### config.mk
export PLATFORM = sky130hd
export DESIGN_NAME = rtc_i2c_monitor
export DESIGN_NICKNAME = d
export VERILOG_FILES = /design/src/rtl/rtcmon_pkg.sv /design/src/rtl/rtcmon_seq.sv /design/src/rtl/rtcmon_ptr.sv /design/src/rtl/rtcmon_regs.sv /design/src/rtl/rtc_i2c_monitor.sv
export SDC_FILE = /design/constraint.sdc
export NUM_CORES = 1
export LEC_CHECK = 0
export ABC_AREA = 1
export BUFFER_PORTS_ARGS = -buffer_cell sky130_fd_sc_hd__buf_2
export CORE_ASPECT_RATIO = 0.7
export CORE_MARGIN = 3
export CORE_UTILIZATION = 35
export CTS_BUF_LIST = sky130_fd_sc_hd__clkbuf_8
export CTS_CLUSTER_SIZE = 16
export DETAILED_ROUTE_END_ITERATION = 8
export PLACE_DENSITY_LB_ADDON = 0.08
export SETUP_SLACK_MARGIN = 0.15
export SYNTH_ARGS = -nofsm -noshare
export SYNTH_HDL_FRONTEND = slang
export SYNTH_SLANG_ARGS = --single-unit
### constraint.sdc
create_clock -name clk_i -period 2.38 [get_ports clk_i]
set_input_delay 0.357 -clock clk_i [delete_from_list [all_inputs] [get_ports clk_i]]
set_output_delay 0.357 -clock clk_i [all_outputs]
set_load 0.03 [all_outputs]
### src/rtl/rtcmon_pkg.sv
package rtcmon_pkg;

  typedef enum logic [2:0] {
    EV_START   = 3'd0,
    EV_RSTART  = 3'd1,
    EV_STOP    = 3'd2,
    EV_ADDR_WR = 3'd3,
    EV_ADDR_RD = 3'd4,
    EV_DATA_WR = 3'd5,
    EV_DATA_RD = 3'd6,
    EV_NONE    = 3'd7
  } evt_e;

  typedef enum logic [2:0] {
    ST_IDLE,
    ST_WAIT_SLV,
    ST_WAIT_REG,
    ST_WR,
    ST_WAIT_RD_ADDR,
    ST_RD
  } state_e;

  function automatic logic [7:0] bcd_to_bin(input logic [7:0] b);
    return {4'd0, b[3:0]} + ({4'd0, b[7:4]} * 8'd10);
  endfunction

endpackage

### src/rtl/rtcmon_seq.sv
module rtcmon_seq
  import rtcmon_pkg::*;
#(
  parameter logic [7:0] SLAVE_ADDR = 8'h68
) (
  input  logic       clk_i,
  input  logic       rst_ni,
  input  logic       evt_valid_i,
  input  logic [2:0] evt_kind_i,
  input  logic [7:0] evt_byte_i,
  output logic       start_fire_o,
  output logic       ptr_load_o,
  output logic       data_stb_o,
  output logic       rec_fire_o,
  output logic       rec_read_o,
  output logic       warn_fire_o
);

  state_e st_q, st_d;
  evt_e   ev;
  logic   addr_ok;

  assign ev      = evt_e'(evt_kind_i);
  assign addr_ok = (evt_byte_i == SLAVE_ADDR);

  always_comb begin
    st_d         = st_q;
    start_fire_o = 1'b0;
    ptr_load_o   = 1'b0;
    data_stb_o   = 1'b0;
    rec_fire_o   = 1'b0;
    rec_read_o   = 1'b0;
    warn_fire_o  = 1'b0;
    if (evt_valid_i) begin
      unique case (st_q)
        ST_IDLE: if (ev == EV_START) begin
          st_d         = ST_WAIT_SLV;
          start_fire_o = 1'b1;
        end
        ST_WAIT_SLV: if (ev == EV_ADDR_WR) begin
          if (addr_ok) st_d = ST_WAIT_REG;
          else begin
            st_d        = ST_IDLE;
            warn_fire_o = 1'b1;
          end
        end
        ST_WAIT_REG: if (ev == EV_DATA_WR) begin
          ptr_load_o = 1'b1;
          st_d       = ST_WR;
        end
        ST_WR: begin
          if (ev == EV_RSTART) st_d = ST_WAIT_RD_ADDR;
          if (ev == EV_DATA_WR) data_stb_o = 1'b1;
          if (ev == EV_STOP) rec_fire_o = 1'b1;
        end
        ST_WAIT_RD_ADDR: if (ev == EV_ADDR_RD) begin
          if (addr_ok) st_d = ST_RD;
          else begin
            st_d        = ST_IDLE;
            warn_fire_o = 1'b1;
          end
        end
        ST_RD: begin
          if (ev == EV_DATA_RD) data_stb_o = 1'b1;
          if (ev == EV_STOP) begin
            rec_fire_o = 1'b1;
            rec_read_o = 1'b1;
          end
        end
        default: st_d = ST_IDLE;
      endcase
      // stop always ends the transaction
      if (ev == EV_STOP) st_d = ST_IDLE;
    end
  end

  always_ff @(posedge clk_i or negedge rst_ni) begin
    if (!rst_ni) st_q <= ST_IDLE;
    else         st_q <= st_d;
  end

  assert_idle_hold_R1: assert property (@(posedge clk_i) disable iff (!rst_ni)
    (st_q == ST_IDLE && !(evt_valid_i && ev == EV_START)) |=> st_q == ST_IDLE);

  assert_warn_to_idle_R2: assert property (@(posedge clk_i) disable iff (!rst_ni)
    warn_fire_o |=> st_q == ST_IDLE);

  assert_read_path_R4: assert property (@(posedge clk_i) disable iff (!rst_ni)
    (st_q == ST_WR && evt_valid_i && ev == EV_RSTART) |=> st_q == ST_WAIT_RD_ADDR);

  assert_stop_idle_R9: assert property (@(posedge clk_i) disable iff (!rst_ni)
    (evt_valid_i && ev == EV_STOP) |=> st_q == ST_IDLE);

endmodule

### src/rtl/rtcmon_ptr.sv
module rtcmon_ptr #(
  parameter int unsigned PTR_W = 8,
  parameter int unsigned LAST  = 63
) (
  input  logic             clk_i,
  input  logic             rst_ni,
  input  logic             load_i,
  input  logic             inc_i,
  input  logic [PTR_W-1:0] load_val_i,
  output logic [PTR_W-1:0] ptr_o
);

  localparam logic [PTR_W-1:0] LastVal = PTR_W'(LAST);

  logic [PTR_W-1:0] ptr_q;

  always_ff @(posedge clk_i or negedge rst_ni) begin
    if (!rst_ni)     ptr_q <= '0;
    else if (load_i) ptr_q <= load_val_i;
    else if (inc_i)  ptr_q <= (ptr_q >= LastVal) ? '0 : ptr_q + 1'b1;
  end

  assign ptr_o = ptr_q;

  assert_ptr_wrap_R5: assert property (@(posedge clk_i) disable iff (!rst_ni)
    (inc_i && !load_i && ptr_q >= LastVal) |=> ptr_q == '0);

  assert_ptr_step_R5: assert property (@(posedge clk_i) disable iff (!rst_ni)
    (inc_i && !load_i && ptr_q < LastVal) |=> ptr_q == $past(ptr_q) + 1'b1);

  assert_ptr_load_R3: assert property (@(posedge clk_i) disable iff (!rst_ni)
    load_i |=> ptr_q == $past(load_val_i));

endmodule

### src/rtl/rtcmon_regs.sv
module rtcmon_regs
  import rtcmon_pkg::*;
#(
  parameter int unsigned PTR_W    = 8,
  parameter int unsigned CLK_REGS = 8
) (
  input  logic             clk_i,
  input  logic             rst_ni,
  input  logic             data_stb_i,
  input  logic [PTR_W-1:0] ptr_i,
  input  logic [7:0]       byte_i,
  input  logic             rec_fire_i,
  input  logic             rec_read_i,
  output logic             rec_valid_o,
  output logic             rec_read_o,
  output logic [6:0]       sec_o,
  output logic [6:0]       min_o,
  output logic [6:0]       hour_o,
  output logic             mode12_o,
  output logic             pm_o,
  output logic [2:0]       dow_o,
  output logic [6:0]       date_o,
  output logic [6:0]       month_o,
  output logic [7:0]       year_o,
  output logic [15:0]      sqw_hz_o,
  output logic             ram_valid_o,
  output logic [PTR_W-1:0] ram_addr_o,
  output logic [7:0]       ram_data_o
);

  localparam int unsigned SelW = $clog2(CLK_REGS);

  logic            is_clk;
  logic [SelW-1:0] sel;
  logic [1:0]      rate_q;
  logic [7:0]      b_sec, b_min, b_h12, b_h24, b_date, b_mon, b_yr;

  assign is_clk = (ptr_i < PTR_W'(CLK_REGS));
  assign sel    = ptr_i[SelW-1:0];

  assign b_sec  = bcd_to_bin({1'b0, byte_i[6:0]});
  assign b_min  = bcd_to_bin({1'b0, byte_i[6:0]});
  assign b_h12  = bcd_to_bin({3'b0, byte_i[4:0]});
  assign b_h24  = bcd_to_bin({2'b0, byte_i[5:0]});
  assign b_date = bcd_to_bin({2'b0, byte_i[5:0]});
  assign b_mon  = bcd_to_bin({3'b0, byte_i[4:0]});
  assign b_yr   = bcd_to_bin(byte_i);

  always_ff @(posedge clk_i or negedge rst_ni) begin
    if (!rst_ni) begin
      sec_o       <= '0;
      min_o       <= '0;
      hour_o      <= '0;
      mode12_o    <= 1'b0;
      pm_o        <= 1'b0;
      dow_o       <= '0;
      date_o      <= '0;
      month_o     <= '0;
      year_o      <= '0;
      rate_q      <= '0;
      ram_valid_o <= 1'b0;
      ram_addr_o  <= '0;
      ram_data_o  <= '0;
      rec_valid_o <= 1'b0;
      rec_read_o  <= 1'b0;
    end else begin
      ram_valid_o <= 1'b0;
      rec_valid_o <= 1'b0;
      if (data_stb_i) begin
        if (is_clk) begin
          unique case (sel)
            3'd0: sec_o <= b_sec[6:0];
            3'd1: min_o <= b_min[6:0];
            3'd2: begin
              mode12_o <= byte_i[6];
              pm_o     <= byte_i[6] & byte_i[5];
              hour_o   <= byte_i[6] ? b_h12[6:0] : b_h24[6:0];
            end
            3'd3: dow_o   <= byte_i[2:0];
            3'd4: date_o  <= b_date[6:0];
            3'd5: month_o <= b_mon[6:0];
            3'd6: year_o  <= b_yr;
            default: rate_q <= byte_i[1:0];
          endcase
        end else begin
          ram_valid_o <= 1'b1;
          ram_addr_o  <= ptr_i;
          ram_data_o  <= byte_i;
        end
      end
      if (rec_fire_i) begin
        rec_valid_o <= 1'b1;
        rec_read_o  <= rec_read_i;
      end
    end
  end

  always_comb begin
    unique case (rate_q)
      2'b00: sqw_hz_o = 16'd1;
      2'b01: sqw_hz_o = 16'd4096;
      2'b10: sqw_hz_o = 16'd8192;
      default: sqw_hz_o = 16'd32768;
    endcase
  end

  assert_hour12_R7: assert property (@(posedge clk_i) disable iff (!rst_ni)
    (data_stb_i && ptr_i == PTR_W'(2) && byte_i[6]) |=> (mode12_o && pm_o == $past(byte_i[5])));

  assert_hour24_pm_R7: assert property (@(posedge clk_i) disable iff (!rst_ni)
    (data_stb_i && ptr_i == PTR_W'(2) && !byte_i[6]) |=> (!mode12_o && !pm_o));

  assert_ram_byte_R6: assert property (@(posedge clk_i) disable iff (!rst_ni)
    (data_stb_i && !is_clk) |=> (ram_valid_o && ram_data_o == $past(byte_i)));

  assert_rec_alone_R9: assert property (@(posedge clk_i) disable iff (!rst_ni)
    rec_valid_o |-> !ram_valid_o);

endmodule

### src/rtl/rtc_i2c_monitor.sv
module rtc_i2c_monitor #(
  parameter int unsigned STAMP_W    = 16,
  parameter logic [7:0]  SLAVE_ADDR = 8'h68,
  parameter int unsigned LAST_REG   = 63,
  parameter int unsigned CLK_REGS   = 8
) (
  input  logic               clk_i,
  input  logic               rst_ni,
  input  logic               evt_valid_i,
  input  logic [2:0]         evt_kind_i,
  input  logic [7:0]         evt_byte_i,
  input  logic [STAMP_W-1:0] stamp_i,
  output logic               rec_valid_o,
  output logic               rec_read_o,
  output logic [STAMP_W-1:0] rec_stamp_o,
  output logic [6:0]         sec_o,
  output logic [6:0]         min_o,
  output logic [6:0]         hour_o,
  output logic               mode12_o,
  output logic               pm_o,
  output logic [2:0]         dow_o,
  output logic [6:0]         date_o,
  output logic [6:0]         month_o,
  output logic [7:0]         year_o,
  output logic [15:0]        sqw_hz_o,
  output logic               ram_valid_o,
  output logic [7:0]         ram_addr_o,
  output logic [7:0]         ram_data_o,
  output logic               warn_o,
  output logic [7:0]         warn_addr_o
);

  localparam int unsigned PtrW = 8;

  logic            start_fire, ptr_load, data_stb, rec_fire, rec_read, warn_fire;
  logic [PtrW-1:0] ptr;
  logic [STAMP_W-1:0] stamp_q;

  rtcmon_seq #(.SLAVE_ADDR(SLAVE_ADDR)) u_seq (
    .clk_i        (clk_i),
    .rst_ni       (rst_ni),
    .evt_valid_i  (evt_valid_i),
    .evt_kind_i   (evt_kind_i),
    .evt_byte_i   (evt_byte_i),
    .start_fire_o (start_fire),
    .ptr_load_o   (ptr_load),
    .data_stb_o   (data_stb),
    .rec_fire_o   (rec_fire),
    .rec_read_o   (rec_read),
    .warn_fire_o  (warn_fire)
  );

  rtcmon_ptr #(.PTR_W(PtrW), .LAST(LAST_REG)) u_ptr (
    .clk_i      (clk_i),
    .rst_ni     (rst_ni),
    .load_i     (ptr_load),
    .inc_i      (data_stb),
    .load_val_i (evt_byte_i),
    .ptr_o      (ptr)
  );

  rtcmon_regs #(.PTR_W(PtrW), .CLK_REGS(CLK_REGS)) u_regs (
    .clk_i       (clk_i),
    .rst_ni      (rst_ni),
    .data_stb_i  (data_stb),
    .ptr_i       (ptr),
    .byte_i      (evt_byte_i),
    .rec_fire_i  (rec_fire),
    .rec_read_i  (rec_read),
    .rec_valid_o (rec_valid_o),
    .rec_read_o  (rec_read_o),
    .sec_o       (sec_o),
    .min_o       (min_o),
    .hour_o      (hour_o),
    .mode12_o    (mode12_o),
    .pm_o        (pm_o),
    .dow_o       (dow_o),
    .date_o      (date_o),
    .month_o     (month_o),
    .year_o      (year_o),
    .sqw_hz_o    (sqw_hz_o),
    .ram_valid_o (ram_valid_o),
    .ram_addr_o  (ram_addr_o),
    .ram_data_o  (ram_data_o)
  );

  always_ff @(posedge clk_i or negedge rst_ni) begin
    if (!rst_ni) begin
      stamp_q     <= '0;
      warn_o      <= 1'b0;
      warn_addr_o <= '0;
    end else begin
      warn_o <= warn_fire;
      if (start_fire) stamp_q <= stamp_i;
      if (warn_fire)  warn_addr_o <= evt_byte_i;
    end
  end

  assign rec_stamp_o = stamp_q;

  assert_warn_foreign_R2: assert property (@(posedge clk_i) disable iff (!rst_ni)
    warn_o |-> warn_addr_o != SLAVE_ADDR);

  assert_warn_no_rec_R9: assert property (@(posedge clk_i) disable iff (!rst_ni)
    warn_o |-> !rec_valid_o);

endmodule

# [Word level (Yosys, flattened, before mapping)]
# Cells that the tools add are included.
[totals] reg_bits=105 input_bits=30
[op_classes] n_addsub=5 multipliers=4 order_cmp=2 eq_ne=26 n_mux=36 bitwise=3 n_reduce_logical=17
[op_table] op="$pmux 16 s3" n=1
[op_table] op="$eq 3x3->1 const B" n=8
[op_table] op="$mux 8" n=3
[op_table] op="$reduce_and 3->1" n=8
[op_table] op="$mux 3" n=7
[op_table] op="$mux 1" n=20
[op_table] op="$eq 3x2->1 const B" n=6
[op_table] op="$pmux 3 s6" n=1
[op_table] op="$ne 3x1->1 const B" n=5
[op_table] op="$eq 3x1->1 const B" n=3
[op_table] op="$logic_not 3->1" n=3
[op_table] op="$add 4x8->8" n=1
[op_table] op="$add 8x1->8 const B" n=1
[op_table] op="$eq 8x7->1 const B" n=1
[op_table] op="$ge 8x6->1 const B" n=1
[op_table] op="$lt 8x4->1 const B" n=1
[op_table] op="$add 4x6->7" n=1
[op_table] op="$add 4x7->7" n=1
[op_table] op="$mul 4x3->7 const B" n=1
[op_table] op="$mux 7" n=1
[op_table] op="$reduce_and 7->1" n=1
[op_table] op="$reduce_or 7->1" n=1
[op_table] op="$add 4x5->6" n=1
[op_table] op="$mul 3x3->6 const B" n=1
[op_table] op="other kinds (13)" n=15

# [Depth between registers and ports, before layout]
# Gate-level depths: netlist of run 1.
[depth] word_depth=6 ltp_mapped=10

# [Modules after synthesis]
# From an unflattened synthesis of run 1, not the netlist that was laid out.
[unflattened] hier_cells=605 hier_area_um2=5011.1
[by_module_without_submodules] mod="rtcmon_regs" n_inst=1 cells_per_inst=363 area_each_um2=3136.8 seq_area_each_um2=1626.6
[by_module_without_submodules] mod="rtc_i2c_monitor" n_inst=1 cells_per_inst=103 area_each_um2=968.4 seq_area_each_um2=625.6
[by_module_without_submodules] mod="rtcmon_ptr" n_inst=1 cells_per_inst=51 area_each_um2=459.2 seq_area_each_um2=200.2
[by_module_without_submodules] mod="rtcmon_seq" n_inst=1 cells_per_inst=88 area_each_um2=446.7 seq_area_each_um2=75.1

# [Worst setup path after synthesis of run 1]
# Ideal clock, no wire load.
[synth_timing] path_kind="in2reg" startpoint="in evt_byte_i[5]" endpoint="reg u_regs.year_o[6]" setup_time_ns=0.117 t_arrival_ns=1.742 required_ns=2.263 path_slack_ns=0.521 stages=9 n_path_buf=0 cell_sequence="ha_1 > ha_1 > fa_1 > nand2_1 > inv_1 > nand2_1 > xnor2_1 > nand2_1 > nand2_1"
[synth_via] elab_chain_cells=2
[synth_rtl] element="start, declared" line_no="rtc_i2c_monitor.sv:11" rtl="input logic [7:0] evt_byte_i,"
[synth_rtl] element="$mul 4x3->7" line_no="rtcmon_pkg.sv:24" rtl="return {4'd0, b[3:0]} + ({4'd0, b[7:4]} * 8'd10);"
[synth_rtl] element="$add 4x8->8" line_no="rtcmon_pkg.sv:24"
[synth_rtl] element="end signal, assigned" line_no="rtcmon_regs.sv:82" rtl="3'd6: year_o <= b_yr;"
[synth_rtl] element="end, declared" line_no="rtcmon_regs.sv:24" rtl="output logic [7:0] year_o,"
# Every way passes these cells.
# A chain may end at the register's enable or synchronous reset.

# [Worst setup path after layout of run 1]
[layout_timing] startpoint="reg u_seq.st_q[0]" endpoint="reg u_ptr.ptr_q[3] (netlist: u_ptr.ptr_o[3])"
[layout_via] elab_chain_cells=4 elab_cells_between_ends=9 cone_classes="eq/ne (3); mux (5); reduce/logical (1)"
[layout_rtl] element="start, declared" line_no="rtcmon_seq.sv:19" rtl="state_e st_q, st_d;"
[layout_rtl] element="start signal, assigned" line_no="rtcmon_seq.sv:79" rtl="else st_q <= st_d;"
[layout_rtl] element="$eq 3x3->1 / $eq 3x2->1 (equally long branches)" line_no="rtcmon_seq.sv:35" rtl="unique case (st_q)"
[layout_rtl] element="$pmux 1 s2 / $mux 1 (equally long branches)" line_no="rtcmon_seq.sv:35"
[layout_rtl] element="$mux 1" line_no="rtcmon_seq.sv:34" rtl="if (evt_valid_i) begin"
[layout_rtl] element="$reduce_bool 2->1 (no source line) / $mux 8 (equally long branches)"
[layout_rtl] element="end signal, assigned" line_no="rtcmon_ptr.sv:19" rtl="else if (load_i) ptr_q <= load_val_i;"
[layout_rtl] element="end signal, assigned" line_no="rtcmon_ptr.sv:20" rtl="else if (inc_i) ptr_q <= (ptr_q >= LastVal) ? '0 : ptr_q + 1'b1;"
[layout_rtl] element="end, declared" line_no="rtcmon_ptr.sv:15" rtl="logic [PTR_W-1:0] ptr_q;"
# Parallel ways exist; a longest one is shown, timed or not.

==> results.sh, run 1 <==
export IMPL_crit_fanout=9
export IMPL_hold_viol_final=0
export IMPL_power_density_mw_per_mm2=900.7
export IMPL_power_switching_mw=2.410
export IMPL_area_growth_pct=19.98
export IMPL_final_setup_tns_ps=0
export IMPL_grt_pass1_wl_mm=21.95
export IMPL_port_buffers=121
export IMPL_diodes=0
export IMPL_grt_max_degree=43
export IMPL_skew_ps=13.81
export IMPL_cts_tree="yes"
export IMPL_min_delay_path_depth=3
export IMPL_path_clk_slew_ps=110
export IMPL_power_frac_comb=0.375
export IMPL_cp_arrival_ps=2200
export IMPL_grt_pass1_vias=4109
export IMPL_fin_crit_sh=0.7938
export IMPL_crit_reg2reg_launch="u_seq.st_q[0]"
export IMPL_drv_cap=0
export IMPL_whs_ps=180.5
export IMPL_die_h_um=107.5
export IMPL_post_dp_hpwl_mm=10.34
export IMPL_crit_type="reg -> reg"
export IMPL_final_cell_mix="219 x nand2_1, 120 x buf_2, 101 x dfrtp_1"
export IMPL_drive_gt1_frac=0.2152
export IMPL_drc=0
export IMPL_synthArstFlopShare=1.000
export IMPL_fmax_ghz=0.5293
export IMPL_ant_nets=0
export IMPL_hold_path_startpoint="stamp_i[14]"
export IMPL_post_route_min_period_ps=1889
export IMPL_final_cell_count_no_fill=966
export IMPL_via_count=4489
export IMPL_wl_per_cell_um=14.23
export IMPL_finalSetupViolCount=0
export IMPL_die_area_sq_mm=0.01622
export IMPL_cts_max_level=3
export IMPL_first_pass_iters=5
export IMPL_clkSinkCount=101
export IMPL_io_pins=138
export IMPL_reg2regPathDepth=9
export IMPL_grt_usage=0.1721
export IMPL_status="complete, no violations"
export IMPL_syn_area_sq_mm=0.005147
export IMPL_yosysWarnings=0
export IMPL_internal_power_mw=3.153
export IMPL_post_cts_buffers=0
export IMPL_min_path_type="in -> reg"
export IMPL_clk_insertion_delay_late_ps=370
export IMPL_cts_buffers=9
export IMPL_slew_violations=0
export IMPL_swShare=0.4332
export IMPL_grt_overflow=0
export IMPL_antenna_found_initial=0
export IMPL_initial_core_util=0.3639
export IMPL_ys_ff_latch=101
export IMPL_synth_area_per_cell_sq_um=8.005
export IMPL_drtIter0Drc=167
export IMPL_drt_total_wl_mm=13.75
export IMPL_core_sq_mm=0.01414
export IMPL_power_frac_clock=0.212
export IMPL_crit_path_end_kind="flop"
export IMPL_cts_buffer_depth=2
export IMPL_nets=819
export IMPL_final_common_cell="nand2_1"
export IMPL_place_congestion=0.8842
export IMPL_die_w_um=151.0
export IMPL_cp_required_ps=2690
export IMPL_p_seq_frac=0.412
export IMPL_crit_path_start="u_seq.st_q[0]"
export IMPL_routed_via_density=4.647
export IMPL_cts_resized=0
export IMPL_power_leakage_nw=3.581
export IMPL_rsz0062_at_grt="false"
export IMPL_cts_root_buf="clkbuf_8"
export IMPL_synth_edf_count=0
export IMPL_vdd_drop_max_uv=282.9
export IMPL_syn_inst=643
export IMPL_slew_headroom=0.6309
export IMPL_yosysSeqAreaShare=0.4910
export IMPL_start_kind="flop"
export IMPL_tightest_slew_ps=553.6
export IMPL_ys_flop_type="dfrtp_1"
export IMPL_synth_cell_type_count=32
export IMPL_dpl_cell_count=949
export IMPL_rows=36
[cell type report]
type                       instances  area (sq um)
clock buffer                       9         123.9
clock inverter                     7         88.84
fill                            1505          7968
inverter                          75         281.5
multi-input combinational        449          2188
sequential                       101          2527
tap                              190         237.7
timing repair buffer             135         728.2
[critical path, cell delays in order (launching register included)]
cell     delay [ps]
dfrtp_1         440
inv_1           110
nand2_1          50
nor2_1          280
nand3_1         370
inv_1           290
nand2_1         100
nand2_1          80
nand2_1          50
nand2_1          50
[flip-flops by register name (all words and copies together), names as in the netlist]
register	count
u_regs.mode12_o	1
u_regs.ram_valid_o	1
u_regs.month_o	5
u_regs.rec_valid_o	1
u_regs.date_o	6
u_regs.rec_read_o	1
u_regs.rate_q	2
u_regs.sec_o	7
u_regs.pm_o	1
u_regs.year_o	8
u_regs.hour_o	6
warn_addr_o	8
u_regs.min_o	7
u_regs.dow_o	3
u_seq.st_q	3
u_regs.ram_addr_o	8
warn_o	1
u_ptr.ptr_o	8
rec_stamp_o	16
u_regs.ram_data_o	8
[through the flow]
stage,util,cell area (sq um),worst slack (ps),power [mW]
floorplan,-,5204,521.2,3.779
global placement,0.4209,5953,324.3,4.392
detailed placement,0.4209,5953,268.4,4.426
CTS,0.4367,6176,524.3,5.628
global route,0.4367,6176,249.3,5.974
finish,0.4367,6176,490.8,5.563
[final timing paths]
| path | slack, ps | end |
|---|---|---|
| max | 490 | u_ptr.ptr_o[3] |
| min | 180 | rec_stamp_o[14] |
| max reg2reg | 490 | u_ptr.ptr_o[3] |
| min reg2reg | 480 | u_regs.date_o[3] |
| max in group asynchronous | 1240 | u_regs.year_o[0] |
| min in group asynchronous | 520 | u_seq.st_q[0] |
[logic make-up (layout without fill, tap and decap cells)]
group,after synthesis,count (layout),synth area share
fa+ha+maj,18,18,0.04667
compound gates,89,89,0.08775
xor+xnor,9,9,0.01531
other cells,1,16,0.0007285
simple gates,317,317,0.2637
flops,101,101,0.4910
buf+inv,108,226,0.09480
[routing by layer]
layer  track usage  part of all wire
met4       0.02975            0.0080
met5             0                 0
met3       0.04377             0.079
met2        0.2388              0.40
met1        0.2704              0.52
[repair_timing]
| action | in CTS | in global routing |
|---|---|---|
| hold buffers | 1 | 0 |
| setup endpoints to repair | 0 | 0 |
| endpoints found under the hold margin | 39 | 0 |
[cells in the mapped netlist, types with 2 or more instances]
master | instances | area (sq um)
a21oi_1 | 7 | 35.03
buf_2 | 9 | 45.04
buf_4 | 17 | 127.6
clkbuf_1 | 5 | 18.77
dfrtp_1 | 101 | 2527
fa_1 | 2 | 40.04
ha_1 | 16 | 200.2
inv_1 | 70 | 262.8
inv_2 | 5 | 18.77
nand2_1 | 219 | 822.0
nand2_4 | 2 | 22.52
nand3_1 | 52 | 260.3
nand4_1 | 4 | 25.02
nand4_2 | 4 | 50.05
nor2_1 | 29 | 108.9
o21ai_0 | 27 | 135.1
o21ai_1 | 52 | 260.3
xnor2_1 | 4 | 35.03
xor2_1 | 5 | 43.79
[power groups by stage]
stage	combinational [mW]	clock, mW	sequential, mW
after detailed placement	2.10	0	2.33
after global placement	2.07	0	2.32
final	2.09	1.18	2.29
after floorplan	0.910	0	2.87
after global routing	2.32	1.30	2.35
after CTS	2.10	1.23	2.29
No activity file was read; power rests on OpenSTA's default activity.
==> run 2, diff against run 1 <==
- clock period: 2.38 -> 1.6 ns (I/O delays scaled with it)
==> results.sh, run 2 (synthesis gave the netlist of run 1 again) <==
export IMPL_status="complete, no violations"
export IMPL_vdd_drop_max_uv=494.0
export IMPL_cts_buffers=9
export IMPL_crit_path_end_kind="flop"
export IMPL_dpl_cell_count=996
export IMPL_power_leakage_nw=4.016
export IMPL_clk_insertion_delay_late_ps=380
export IMPL_fmax_ghz=0.6573
export IMPL_cpMostUsedCell="nand2_4"
export IMPL_largest_reg_flops=16
export IMPL_cts_tree="yes"
export IMPL_path_delay_family="simple AND/OR/NAND/NOR gates"
export IMPL_routed_via_density=4.716
export IMPL_cts_root_buf="clkbuf_8"
export IMPL_post_dp_hpwl_mm=11.02
export IMPL_via_count=4914
export IMPL_final_setup_tns_ps=0
export IMPL_crit_fanout=16
export IMPL_finalSetupViolCount=0
export IMPL_drc=0
export IMPL_area_growth_pct=40.54
export IMPL_hold_viol_final=0
export IMPL_first_pass_iters=5
export IMPL_grt_overflow=0
export IMPL_final_cell_area_sq_mm=0.007234
export IMPL_cts_buffer_depth=2
export IMPL_place_congestion=0.8067
export IMPL_rows=36
export IMPL_skew_ps=10.78
export IMPL_nets=895
export IMPL_core_sq_mm=0.01414
export IMPL_wl_per_cell_um=14.78
export IMPL_fin_crit_sh=0.9508
export IMPL_antenna_found_initial=0
export IMPL_r2r_slack_ps=80
export IMPL_ant_nets=0
export IMPL_rsz0062_at_grt="true"
export IMPL_cp_required_ps=1870
export IMPL_grt_pass1_vias=4567
export IMPL_cp_arrival_ps=1790
export IMPL_crit_type="reg -> reg"
export IMPL_final_common_cell="nand2_1"
export IMPL_drive_gt1_frac=0.3615
export IMPL_path_clk_slew_ps=110
export IMPL_drt_total_wl_mm=15.40
export IMPL_hold_path_startpoint="stamp_i[13]"
export IMPL_crit_path_start="u_seq.st_q[1]"
export IMPL_die_area_sq_mm=0.01622
export IMPL_port_buffers=121
export IMPL_crit_buf_inv=2
export IMPL_slowest_delay_ps=420
export IMPL_start_kind="flop"
export IMPL_final_cell_count_no_fill=1042
export IMPL_grt_pass1_wl_mm=23.81
export IMPL_grt_usage=0.1863
export IMPL_drv_cap=0
export IMPL_crit_chain="inv_2, nand2_4, nor2_4, nand2_2, nand2_4, nand2_4, buf_4, o21ai_1, nand2_1"
export IMPL_diodes=0
export IMPL_cts_max_level=3
export IMPL_die_h_um=107.5
export IMPL_place_area_sq_mm=0.006435
export IMPL_grt_max_degree=38
export IMPL_initial_core_util=0.3639
export IMPL_crit_reg2reg_launch="u_seq.st_q[1]"
export IMPL_die_w_um=151.0
export IMPL_final_cell_mix="197 x nand2_1, 119 x buf_2, 97 x dfrtp_1"
export IMPL_slew_violations=0
export IMPL_power_mw=9.331
export IMPL_min_path_type="in -> reg"
export IMPL_drtIter0Drc=202
export IMPL_io_pins=138
export IMPL_power_density_mw_per_mm2=1290
export IMPL_crit_slowest_cell="dfrtp_1"
export IMPL_post_route_min_period_ps=1521
export IMPL_whs_ps=62.63
export IMPL_clkSinkCount=101
==> run 2: final cells by class <==
type,count,area (sq um)
clock buffer,9,123.9
clock inverter,7,76.32
fill,1394,6909
inverter,75,300.3
multi-input combinational,450,2485
sequential,101,2532
tap,190,237.7
timing repair buffer,209,1471
timing repair inverter,1,7.507
==> run 2: metrics by stage <==
stage	setup WS, ps	utilization
after detailed placement	-297.8	0.4550
after CTS	58.79	0.4847
final	78.69	0.5115
after floorplan	-96.35	-
after global placement	-255.7	0.4550
after global routing	-31.57	0.5115
==> run 2: report_power, final <==
group          internal (mW)  switching [mW]
clock                  0.624            1.05
combinational           1.54            2.71
sequential              3.06           0.334
total                   5.23            4.10
==> run 2: worst reg2reg max path, cell delays in order (launching register included) <==
cell	delay [ps]
dfrtp_1	420
inv_2	90
nand2_4	60
nor2_4	90
nand2_2	70
nand2_4	100
nand2_4	160
buf_4	230
o21ai_1	120
nand2_1	60
==> run 2: path summary, 6_finish.rpt <==
| kind | end | cells after the start |
|---|---|---|
| min reg2reg | u_regs.dow_o[2] | 2 |
| max in group asynchronous | rec_stamp_o[14] | 3 |
| min | rec_stamp_o[13] | 3 |
| min in group asynchronous | u_seq.st_q[2] | 2 |
| max reg2reg | u_regs.ram_data_o[6] | 9 |
| max | u_regs.ram_data_o[6] | 9 |
==> run 2: what timing repair did <==
| item | 4_1_cts | 5_1_grt |
|---|---|---|
| resized for setup | 26 | 78 |
| gates cloned | 3 | 4 |
| setup buffers | 9 | 13 |
| hold buffers | 1 | 0 |
| pin swaps | 5 | 15 |
| setup endpoints to repair | 76 | 100 |
| hold endpoints to repair | 28 | 0 |
==> run 2: metal layers <==
layer	share of wire	GRT usage	vias to the layer above
met1	0.48	0.2775	2324
li1	-	-	2428
met3	0.066	0.04167	15
met2	0.45	0.2776	147
met4	0.011	0.03946	0
met5	0	0	-
